**src/rtl/pm_pkg.sv**
```systemverilog
package pm_pkg;
  typedef enum logic [1:0] {
    MODE_PEAK   = 2'b00,
    MODE_MEAN   = 2'b01,
    MODE_XCOUNT = 2'b10,
    MODE_BAD    = 2'b11
  } pm_mode_e;
endpackage

```
**src/rtl/pm_window_timer.sv**
```systemverilog
module pm_window_timer #(
  parameter int PERIOD_W = 24
) (
  input  logic                clk,
  input  logic                rst_n,
  input  logic                run,
  input  logic [PERIOD_W-1:0] cfg_period,
  output logic                window_end
);
  logic [PERIOD_W-1:0] cnt_q;
  logic [PERIOD_W-1:0] eff_period;

  // a zero period behaves as a one-cycle window
  assign eff_period = (cfg_period == '0) ? PERIOD_W'(1) : cfg_period;
  // cnt_q holds the number of samples already in the current window
  assign window_end = run && (cnt_q >= eff_period);

  always_ff @(posedge clk) begin
    if (!rst_n)          cnt_q <= '0;
    else if (!run)       cnt_q <= '0;
    else if (window_end) cnt_q <= PERIOD_W'(1);
    else                 cnt_q <= cnt_q + PERIOD_W'(1);
  end

  // the boundary sample is the first one of the new window
  a_r11_boundary_restart: assert property (@(posedge clk) disable iff (!rst_n)
    window_end |=> (cnt_q <= PERIOD_W'(1)));
endmodule

```
**src/rtl/pm_stat_accum.sv**
```systemverilog
module pm_stat_accum import pm_pkg::*; #(
  parameter int SAMPLE_W   = 11,
  parameter int THR_W      = 10,
  parameter int ACC_W      = 48,
  parameter int OUT_W      = 24,
  parameter int MEAN_SHIFT = 8
) (
  input  logic                clk,
  input  logic                rst_n,
  input  logic                active,
  input  pm_mode_e            mode,
  input  logic [SAMPLE_W-1:0] sample,
  input  logic [THR_W-1:0]    thr,
  input  logic                restart,
  output logic [OUT_W-1:0]    stat_now
);
  localparam int MAG_W = SAMPLE_W;
  localparam int SQ_W  = 2 * MAG_W;

  function automatic logic [MAG_W-1:0] f_mag(input logic [SAMPLE_W-1:0] s);
    return s[SAMPLE_W-1] ? MAG_W'(-s) : MAG_W'(s);
  endfunction

  function automatic logic [ACC_W-1:0] f_contrib(input logic [MAG_W-1:0] m,
                                                 input pm_mode_e md,
                                                 input logic [THR_W-1:0] t);
    case (md)
      MODE_PEAK:   return ACC_W'(m);
      MODE_MEAN:   return ACC_W'(SQ_W'(m) * SQ_W'(m));
      MODE_XCOUNT: return ACC_W'(m > MAG_W'(t));
      default:     return '0;
    endcase
  endfunction

  function automatic logic [ACC_W-1:0] f_merge(input logic [ACC_W-1:0] a,
                                               input logic [ACC_W-1:0] c,
                                               input pm_mode_e md);
    logic [ACC_W:0] sum;
    if (md == MODE_PEAK) return (c > a) ? c : a;
    sum = {1'b0, a} + {1'b0, c};
    return sum[ACC_W] ? '1 : sum[ACC_W-1:0];
  endfunction

  function automatic logic [OUT_W-1:0] f_finalize(input logic [ACC_W-1:0] a,
                                                  input pm_mode_e md);
    logic [ACC_W-1:0] v;
    v = (md == MODE_MEAN) ? (a >> MEAN_SHIFT) : a;
    return (|v[ACC_W-1:OUT_W]) ? '1 : v[OUT_W-1:0];
  endfunction

  logic [ACC_W-1:0] acc_q;
  logic [MAG_W-1:0] sample_mag;
  logic [ACC_W-1:0] contrib;
  logic [ACC_W-1:0] merged;

  assign sample_mag = f_mag(sample);
  assign contrib    = f_contrib(sample_mag, mode, thr);
  assign merged     = f_merge(acc_q, contrib, mode);
  assign stat_now   = f_finalize(acc_q, mode);

  always_ff @(posedge clk) begin
    if (!rst_n)       acc_q <= '0;
    else if (!active) acc_q <= '0;
    else if (restart) acc_q <= contrib;
    else              acc_q <= merged;
  end

  // an idle or invalid-mode monitor keeps an empty accumulator
  a_r6_idle_empty: assert property (@(posedge clk) disable iff (!rst_n)
    !active |=> (acc_q == '0));
  // within a window the peak never falls
  a_r3_peak_nondecreasing: assert property (@(posedge clk) disable iff (!rst_n)
    (active && mode == MODE_PEAK && !restart) |=> (acc_q >= $past(acc_q)));
endmodule

```
**src/rtl/adc_power_monitor.sv**
```systemverilog
module adc_power_monitor import pm_pkg::*; #(
  parameter int SAMPLE_W   = 11,
  parameter int THR_W      = 10,
  parameter int PERIOD_W   = 24,
  parameter int OUT_W      = 24,
  parameter int ACC_W      = 48,
  parameter int MEAN_SHIFT = 8
) (
  input  logic                clk,
  input  logic                rst_n,
  input  logic [SAMPLE_W-1:0] adc_sample,
  input  logic                cfg_enable,
  input  logic [1:0]          cfg_mode,
  input  logic                cfg_clear_on_read,
  input  logic                cfg_timer_off,
  input  logic [PERIOD_W-1:0] cfg_period,
  input  logic [THR_W-1:0]    cfg_upper_thr,
  input  logic                rd_strobe,
  output logic [OUT_W-1:0]    hold_value,
  output logic                irq
);
  pm_mode_e         mode;
  logic             active;
  logic             timer_run;
  logic             window_end;
  logic             read_update;
  logic             read_clear;
  logic             restart;
  logic [OUT_W-1:0] stat_now;

  assign mode        = pm_mode_e'(cfg_mode);
  assign active      = cfg_enable && (mode != MODE_BAD);
  assign timer_run   = active && !cfg_timer_off;
  assign read_update = active && cfg_timer_off && rd_strobe;
  assign read_clear  = read_update && cfg_clear_on_read;
  assign restart     = window_end || read_clear;

  pm_window_timer #(.PERIOD_W(PERIOD_W)) u_timer (
    .clk        (clk),
    .rst_n      (rst_n),
    .run        (timer_run),
    .cfg_period (cfg_period),
    .window_end (window_end)
  );

  pm_stat_accum #(
    .SAMPLE_W   (SAMPLE_W),
    .THR_W      (THR_W),
    .ACC_W      (ACC_W),
    .OUT_W      (OUT_W),
    .MEAN_SHIFT (MEAN_SHIFT)
  ) u_accum (
    .clk      (clk),
    .rst_n    (rst_n),
    .active   (active),
    .mode     (mode),
    .sample   (adc_sample),
    .thr      (cfg_upper_thr),
    .restart  (restart),
    .stat_now (stat_now)
  );

  always_ff @(posedge clk) begin
    if (!rst_n) begin
      hold_value <= '0;
      irq        <= 1'b0;
    end else begin
      irq <= window_end;
      if (window_end || read_update) hold_value <= stat_now;
    end
  end

  // a disabled monitor leaves the holding register alone
  a_r7_idle_hold_stable: assert property (@(posedge clk) disable iff (!rst_n)
    !cfg_enable |=> $stable(hold_value));
  // an interrupt follows only a cycle where the timer was in control
  a_r2_irq_timer_only: assert property (@(posedge clk) disable iff (!rst_n)
    irq |-> $past(cfg_enable && !cfg_timer_off && cfg_mode != 2'b11));
  // read-driven operation never raises the interrupt
  a_r8_no_irq_when_timer_off: assert property (@(posedge clk) disable iff (!rst_n)
    cfg_timer_off |=> !irq);
  // the invalid mode is silent
  a_r6_bad_mode_quiet: assert property (@(posedge clk) disable iff (!rst_n)
    (cfg_enable && cfg_mode == 2'b11) |=> (!irq && $stable(hold_value)));
endmodule

```
**config.mk**
```make
export PLATFORM = sky130hd
export DESIGN_NAME = adc_power_monitor
export DESIGN_NICKNAME = d
export VERILOG_FILES = /design/src/rtl/pm_pkg.sv /design/src/rtl/pm_window_timer.sv /design/src/rtl/pm_stat_accum.sv /design/src/rtl/adc_power_monitor.sv
export SDC_FILE = /design/constraint.sdc
export NUM_CORES = 1
export LEC_CHECK = 0
export ABC_AREA = 0
export ABC_CLOCK_PERIOD_IN_PS = 25500
export BUFFER_PORTS_ARGS = -buffer_cell sky130_fd_sc_hd__buf_2
export CAP_MARGIN = 20
export CORE_ASPECT_RATIO = 1.4
export CORE_MARGIN = 2
export CORE_UTILIZATION = 60
export DETAILED_ROUTE_END_ITERATION = 10
export GPL_TIMING_DRIVEN = 0
export PLACE_DENSITY_LB_ADDON = 0.3
export SLEW_MARGIN = 30
export SYNTH_ARGS = -nofsm -noshare
export SYNTH_HDL_FRONTEND = slang
export SYNTH_SLANG_ARGS = --single-unit
```
**constraint.sdc**
```tcl
create_clock -name clk -period 25.5 [get_ports clk]
set_input_delay 2.55 -clock clk [delete_from_list [all_inputs] [get_ports clk]]
set_output_delay 2.55 -clock clk [all_outputs]
set_load 0.02 [all_outputs]
```
* Yosys cells after proc, flatten, opt, wreduce, memory -nomap -nowiden
Index checks and enable logic that the tools add are counted.
** Storage, ports and cells
- Flip-flop bits (word level) :: 97
- Latch bits :: 0
- RAM bits :: 0
- Bits in read-only memories :: 0
- Bits of input ports :: 53
- Output and inout bits :: 25
- Word-level logic and storage cells :: 45
- Memories kept :: 0
** Cells by class
- Add/subtract/negate cells :: 3
- $mul :: 1
- Divide/modulo/power cells :: 0
- Order comparisons :: 3
- Equality and inequality tests :: 4
- Shift operators :: 0
- Multiplexer cells :: 12
- Bitwise logic cells :: 2
- Reductions and logical operators :: 15
** Operator list (count)
- $mux 48 :: 6
- $pmux 22 s3 :: 1
- $add 48x22->49 :: 1
- $gt 22x48->1 :: 1
- $mux 24 :: 2
- $add 24x1->24 const B :: 1
- $ge 24x24->1 :: 1
- $logic_not 24->1 :: 1
- $reduce_or 24->1 :: 1
- $mul 11x11->22 :: 1
- $gt 11x10->1 :: 1
- $mux 11 :: 1
- $neg 11->11 :: 1
- $logic_and 1x1->1 :: 6
- $ne 4x4->1 const B :: 1
- $reduce_and 2->1 :: 2
- $reduce_or 3->1 :: 1
- $eq 2x1->1 const B :: 1
- $eq 2x2->1 const B :: 1
- $logic_not 2->1 :: 1
- $logic_or 1x1->1 :: 2
- $mux 1 :: 2
- $ne 2x2->1 const B :: 1
- $not 1->1 :: 2
- $logic_not 1->1 :: 1

* Longest topological paths before layout
- Depth after elaboration :: 9
- Depth in mapped cells :: 38
- Depth with buffers taken out :: 36

* Cells and area by module
From an unflattened synthesis, not the netlist that was laid out.
** Second synthesis, totals
- Cells, all modules :: 1405
- Area total of the unflattened synthesis :: 11374.7 um2
** Modules (own cells, without submodules)
- pm_stat_accum :: times used 1, cells each 1130, area each 8588.2 um2, seq. area each 960.9 um2
- pm_window_timer :: times used 1, cells each 215, area each 1931.9 um2, seq. area each 480.5 um2
- adc_power_monitor :: times used 1, cells each 60, area each 854.6 um2, seq. area each 500.5 um2

* Worst setup path after synthesis
No wires, ideal clock.
- Kind :: input to register
- Start :: input adc_sample[0]
- End :: register u_accum.acc_q[0]
- Library setup time :: 70 ps
- Arrival time :: 10498 ps
- Data required time :: 25430 ps
- Slack :: 14932 ps
- Stages :: 36
- Buffers on the path :: 2
- Path through :: clkinv_1 ha_1 nand2b_1 o41ai_1 xnor2_1 clkbuf_1 nand2_1 fa_1 inv_1 fa_1 inv_1 fa_1 inv_1 fa_1 inv_1 fa_1 inv_1 ha_1 o21ai_0 o2bb2ai_1 a31oi_1 a41o_1 o31a_1 a21oi_1 xor2_1 nor2_1 ha_1 or3_1 nor2_1 nand4_1 o21a_1 or4_1 buf_2 and3_1 a211o_1 a21oi_1
** On the way
- Cells in the longest elaborated chain, start to end :: 8
- Elaborated cells between the ends (all ways) :: 13
- Classes of those cells :: add/sub: 2; mul: 1; order compare: 2; eq/ne: 1; mux: 7
** RTL lines
- start: declaration :: line adc_power_monitor.sv:11 : input logic [SAMPLE_W-1:0] adc_sample,
- $neg 11->11 :: line pm_stat_accum.sv:21 : return s[SAMPLE_W-1] ? MAG_W'(-s) : MAG_W'(s);
- $mux 11 * :: line pm_stat_accum.sv:21
- $mul 11x11->22 or $gt 11x10->1 (tied branches) :: line pm_stat_accum.sv:29, pm_stat_accum.sv:30
- $pmux 22 s3 * :: line pm_stat_accum.sv:27 : case (md)
- $add 48x22->49 or $mux 48 (tied branches) :: line pm_stat_accum.sv:40, pm_stat_accum.sv:39
- $mux 48 (on tied branches) :: line pm_stat_accum.sv:41, pm_stat_accum.sv:39
- $mux 48 :: line pm_stat_accum.sv:40 : sum = {1'b0, a} + {1'b0, c};
- $mux 48 :: line pm_stat_accum.sv:64 : else if (restart) acc_q <= contrib;
- end signal: assignment :: line pm_stat_accum.sv:64
- end signal: assignment :: line pm_stat_accum.sv:65 : else acc_q <= merged;
- end: declaration :: line pm_stat_accum.sv:51 : logic [ACC_W-1:0] acc_q;
Every way passes the cells marked *; elsewhere a longest branch is shown, timed or not. The select of a mux whose other input is x is not followed.
A chain may end at the register's enable or synchronous reset.

* Worst setup path after layout
- Start :: input adc_sample[0]
- End :: register u_accum.acc_q[10]
The elaborated chain is that of the path after synthesis.

==> summary.json <==
{
  "critical_path": {
    "reg2regPathDepth": 12,
    "timing_worst_setup_path_type": "in -> reg",
    "critPathMostFrequentCell": "sky130_fd_sc_hd__fa_1",
    "crit_buf_inv": 8,
    "cpLargestDelayFamily": "adder cells",
    "critical_path_peak_fanout": 11,
    "regToRegSetupSlack_ps": 21240,
    "timing.critical_path.from_type": "primary input",
    "rr_startpoint": "u_accum.acc_q[0]",
    "slowest_stage": "sky130_fd_sc_hd__a2111oi_0",
    "worst_setup_path_end_kind": "register",
    "worstPathRequired_ps": 25780,
    "worst_r2r_endpoint": "u_accum.acc_q[45]",
    "timing.critical_path.slowest_cell_delay_ps": 580,
    "cp.arrival_ps": 12930
  },
  "run_status": {
    "outcome": "completed"
  },
  "yosys": {
    "synth.distinct_cells": 70,
    "synth_sequential_area_ratio_pct": 17.7,
    "synth.top_cell.area_share_pct": 17.7,
    "synthArstFlopShare_pct": 0,
    "synthesis.area_per_instance_sq_um": 7.69,
    "synth-warning-count": 0,
    "netlist_instances": 1426,
    "post_syn_area_sq_mm": 0.0110,
    "synth_ff_type": "sky130_fd_sc_hd__dfxtp_1",
    "synth_area_leaders": "sky130_fd_sc_hd__dfxtp_1 (18%), sky130_fd_sc_hd__ha_1 (16%), sky130_fd_sc_hd__fa_1 (12%)",
    "synth-seq-cells": 97,
    "synth_largest_area_cell": "sky130_fd_sc_hd__dfxtp_1",
    "synth-edff-count": 0
  },
  "timing": {
    "setup_viol": 0,
    "report.final.hold_viol_count": 0,
    "setup_tns_ps": 0,
    "achievable-frequency_mhz": 79.0,
    "grt_setup_unrepaired": "false",
    "slew_headroom_pct": 35.7,
    "slew_violations": 0,
    "post_route_clock_period_utilization_pct": 49.6,
    "finClkSkew_ps": 13.1,
    "min_period_ps": 12650,
    "tightestPinTransition_ps": 958
  },
  "clock_tree": {
    "ctsResizeCount": 0,
    "postCtsSetupBuffers": 0,
    "clock-sinks": 97,
    "clock_tree.htree_level_count": 3,
    "cts_clock_pin_slew_for_the_worst_setup_and_hold_paths_ps": 70,
    "cts_made_buffers": 9,
    "worst_skew_pair.late_latency_ps": 350,
    "cts_tree": "yes",
    "cts_hold_buffers": 0,
    "clock_tree.root_cell": "sky130_fd_sc_hd__clkbuf_16",
    "clk_path_buf_depth": 2
  },
  "floorplan": {
    "die_span_in_y_microns": 164,
    "ios": 78,
    "dieWidth_microns": 118,
    "core_sq_mm": 0.0179,
    "die-area_sq_mm": 0.0194,
    "placement_rows": 58,
    "floorplan.initialDensity_pct": 61.2
  },
  "placed_design": {
    "portBuffers": 75,
    "routabilityCongestion": 0.975,
    "placed_cells_incl_taps": 1748,
    "detailedPlacementHpwl_microns": 24500,
    "placedInstanceArea_sq_mm": 0.0117
  },
  "drt": {
    "detail_route.drc_violations": 0,
    "antenna_left": 0,
    "wire_per_inst_microns": 17.4,
    "route.final.wire_length_microns": 30800,
    "first_iter_violations": 887,
    "drt_pre_antenna_iters": 5,
    "dr_total_vias": 10673,
    "routed_via_density": 6.05
  },
  "finish": {
    "count_of_inserted_antenna_diode_cells": 0,
    "final.fill_count": 1564,
    "sequential_cell_area_sq_mm": 0.00194,
    "final_layout_size_suffix_gt1_share_pct": 7.48,
    "design.final.nets": 1778,
    "flow.area_growth_from_synthesis_pct": 9.23,
    "design_area_sq_mm": 0.0120,
    "multi_input_gate_area_sq_mm": 0.00814,
    "fin_cells": 1764
  },
  "global_route": {
    "gr-usage-met2_pct": 58.1,
    "gr-usage-met3_pct": 3.33,
    "gr-usage-all-layers_pct": 32.2,
    "met1_usage_pct": 37.7,
    "wire_length_of_the_first_global_routing_pass_microns": 50600,
    "gr-max-usage-layer": "met2",
    "maximum_number_of_pins_on_one_net_before_global_route_repair": 17,
    "overflow": 0,
    "antenna_found_initial": 0,
    "first_global_vias": 10550
  },
  "hold_path": {
    "hold_path_startpoint": "u_accum.acc_q[0]",
    "holdPathEnd": "u_accum.acc_q[0]",
    "number_of_cells_on_the_worst_hold_path": 2,
    "min_path_type": "reg -> reg"
  },
  "power": {
    "cellLeakagePower_uw": 0.00535,
    "ir_worst_vdd_v": 0.0000719,
    "power_per_cell_area_mw_per_mm2": 111
  },
  "flow_run": {
    "timing.max_cap.violations": 0
  }
}
state kept, by name, indices dropped and copies added, names as in the netlist:
name / count
u_timer.cnt_q: 24
hold_value: 24
u_accum.acc_q: 48
irq: 1
synthesized netlist by cell type (all sizes together) (5+ instances only):
cell type,number
clkbuf,51
nand2b,17
nand3,30
a21oi,92
and3,12
o21bai,6
o21a,13
o31ai,17
o21ai,93
nor2,117
fa,65
a211oi,13
nand4,20
nor2b,17
nand2,134
or4,9
o31a,5
nor4,23
a21o,19
and2,16
xnor2,38
nor3,25
a21bo,6
inv,188
xor2,28
ha,141
a22oi,8
o211ai,12
dfxtp,97
or3,9
a31oi,46
through the flow:
step,power [uW],setup WS (ps),util [%],hold WS [ps]
after floorplan,938,14930,-,462
after global placement,1150,12740,65.1,496
after detailed placement,1170,12620,65.2,509
after CTS,1310,12960,66.8,517
after global routing,1460,12270,66.8,537
final,1330,12850,66.8,520
worst max-delay path by stage:
stage                              from           endpoint  slack (ps)  cells past startpoint
after floorplan           adc_sample[0]   u_accum.acc_q[0]       14930                     36
after global placement    adc_sample[0]   u_accum.acc_q[1]       12740                     35
final                     adc_sample[0]  u_accum.acc_q[10]       12850                     36
after global routing      adc_sample[0]   u_accum.acc_q[5]       12270                     36
after detailed placement  adc_sample[0]  u_accum.acc_q[10]       12620                     36
after CTS                 adc_sample[0]  u_accum.acc_q[10]       12960                     36
cell type report:
type	count	area share (%)
Timing Repair Buffer	75	3.13
Clock inverter	7	0.574
Tap cell	240	2.51
Sequential cell	97	16.2
Multi-Input combinational cell	1091	67.9
Clock buffer	9	1.88
Inverter	190	5.95
Buffer	55	1.82
tightest hold or removal path, cell delays in order (launching register included):
cell and delay, ps:
sky130_fd_sc_hd__dfxtp_1 350, sky130_fd_sc_hd__nand2_1 70, sky130_fd_sc_hd__a21oi_1 50
cell usage in the layout, fill, tap and decap left out, drive strengths merged, types with 5 or more instances in the layout:
cell type  count
nor2         117
a31oi         46
xnor2         38
o211ai        12
clkinv         5
nor2b         17
or4            9
ha           141
nand3         30
xor2          28
conb           9
a211oi        13
and3          12
and2          16
nor3          25
o31ai         17
a22oi          8
nor4          23
buf           79
o21a          13
nand4         20
clkbuf        60
a21oi         92
a21bo          6
nand2b        17
fa            65
nand2        134
dfxtp         97
inv          189
o21ai         93
o31a           5
o21bai         6
a21o          19
or3            9
cell families after synthesis:
group | Yosys count | synth area share (%)
AO/OA/AOI/OAI | 366 | 21.1
XOR/XNOR | 66 | 5.27
adder cells (fa/ha/maj) | 206 | 27.9
buffers and inverters | 245 | 8.49
flip-flops | 97 | 17.7
multiplexers | 3 | 0.285
other | 2 | 0.0685
AND/OR/NAND/NOR | 441 | 19.2
metal layers:
layer / vias to the layer above / share of wire (%)
li1: 5099 / -
met1: 5017 / 40
met2: 451 / 50
met3: 106 / 6.1
met4: 0 / 4.9
met5: - / 0
report_power, final:
group | leakage, uW | switching, uW | internal (uW) | total (uW)
Sequential | 0.000785 | 19.6 | 163 | 183
Clock | 0.000142 | 61.0 | 75.9 | 137
Combinational | 0.00442 | 614 | 392 | 1010
Total | 0.00535 | 694 | 631 | 1330
(Power assumes the default switching activity.)
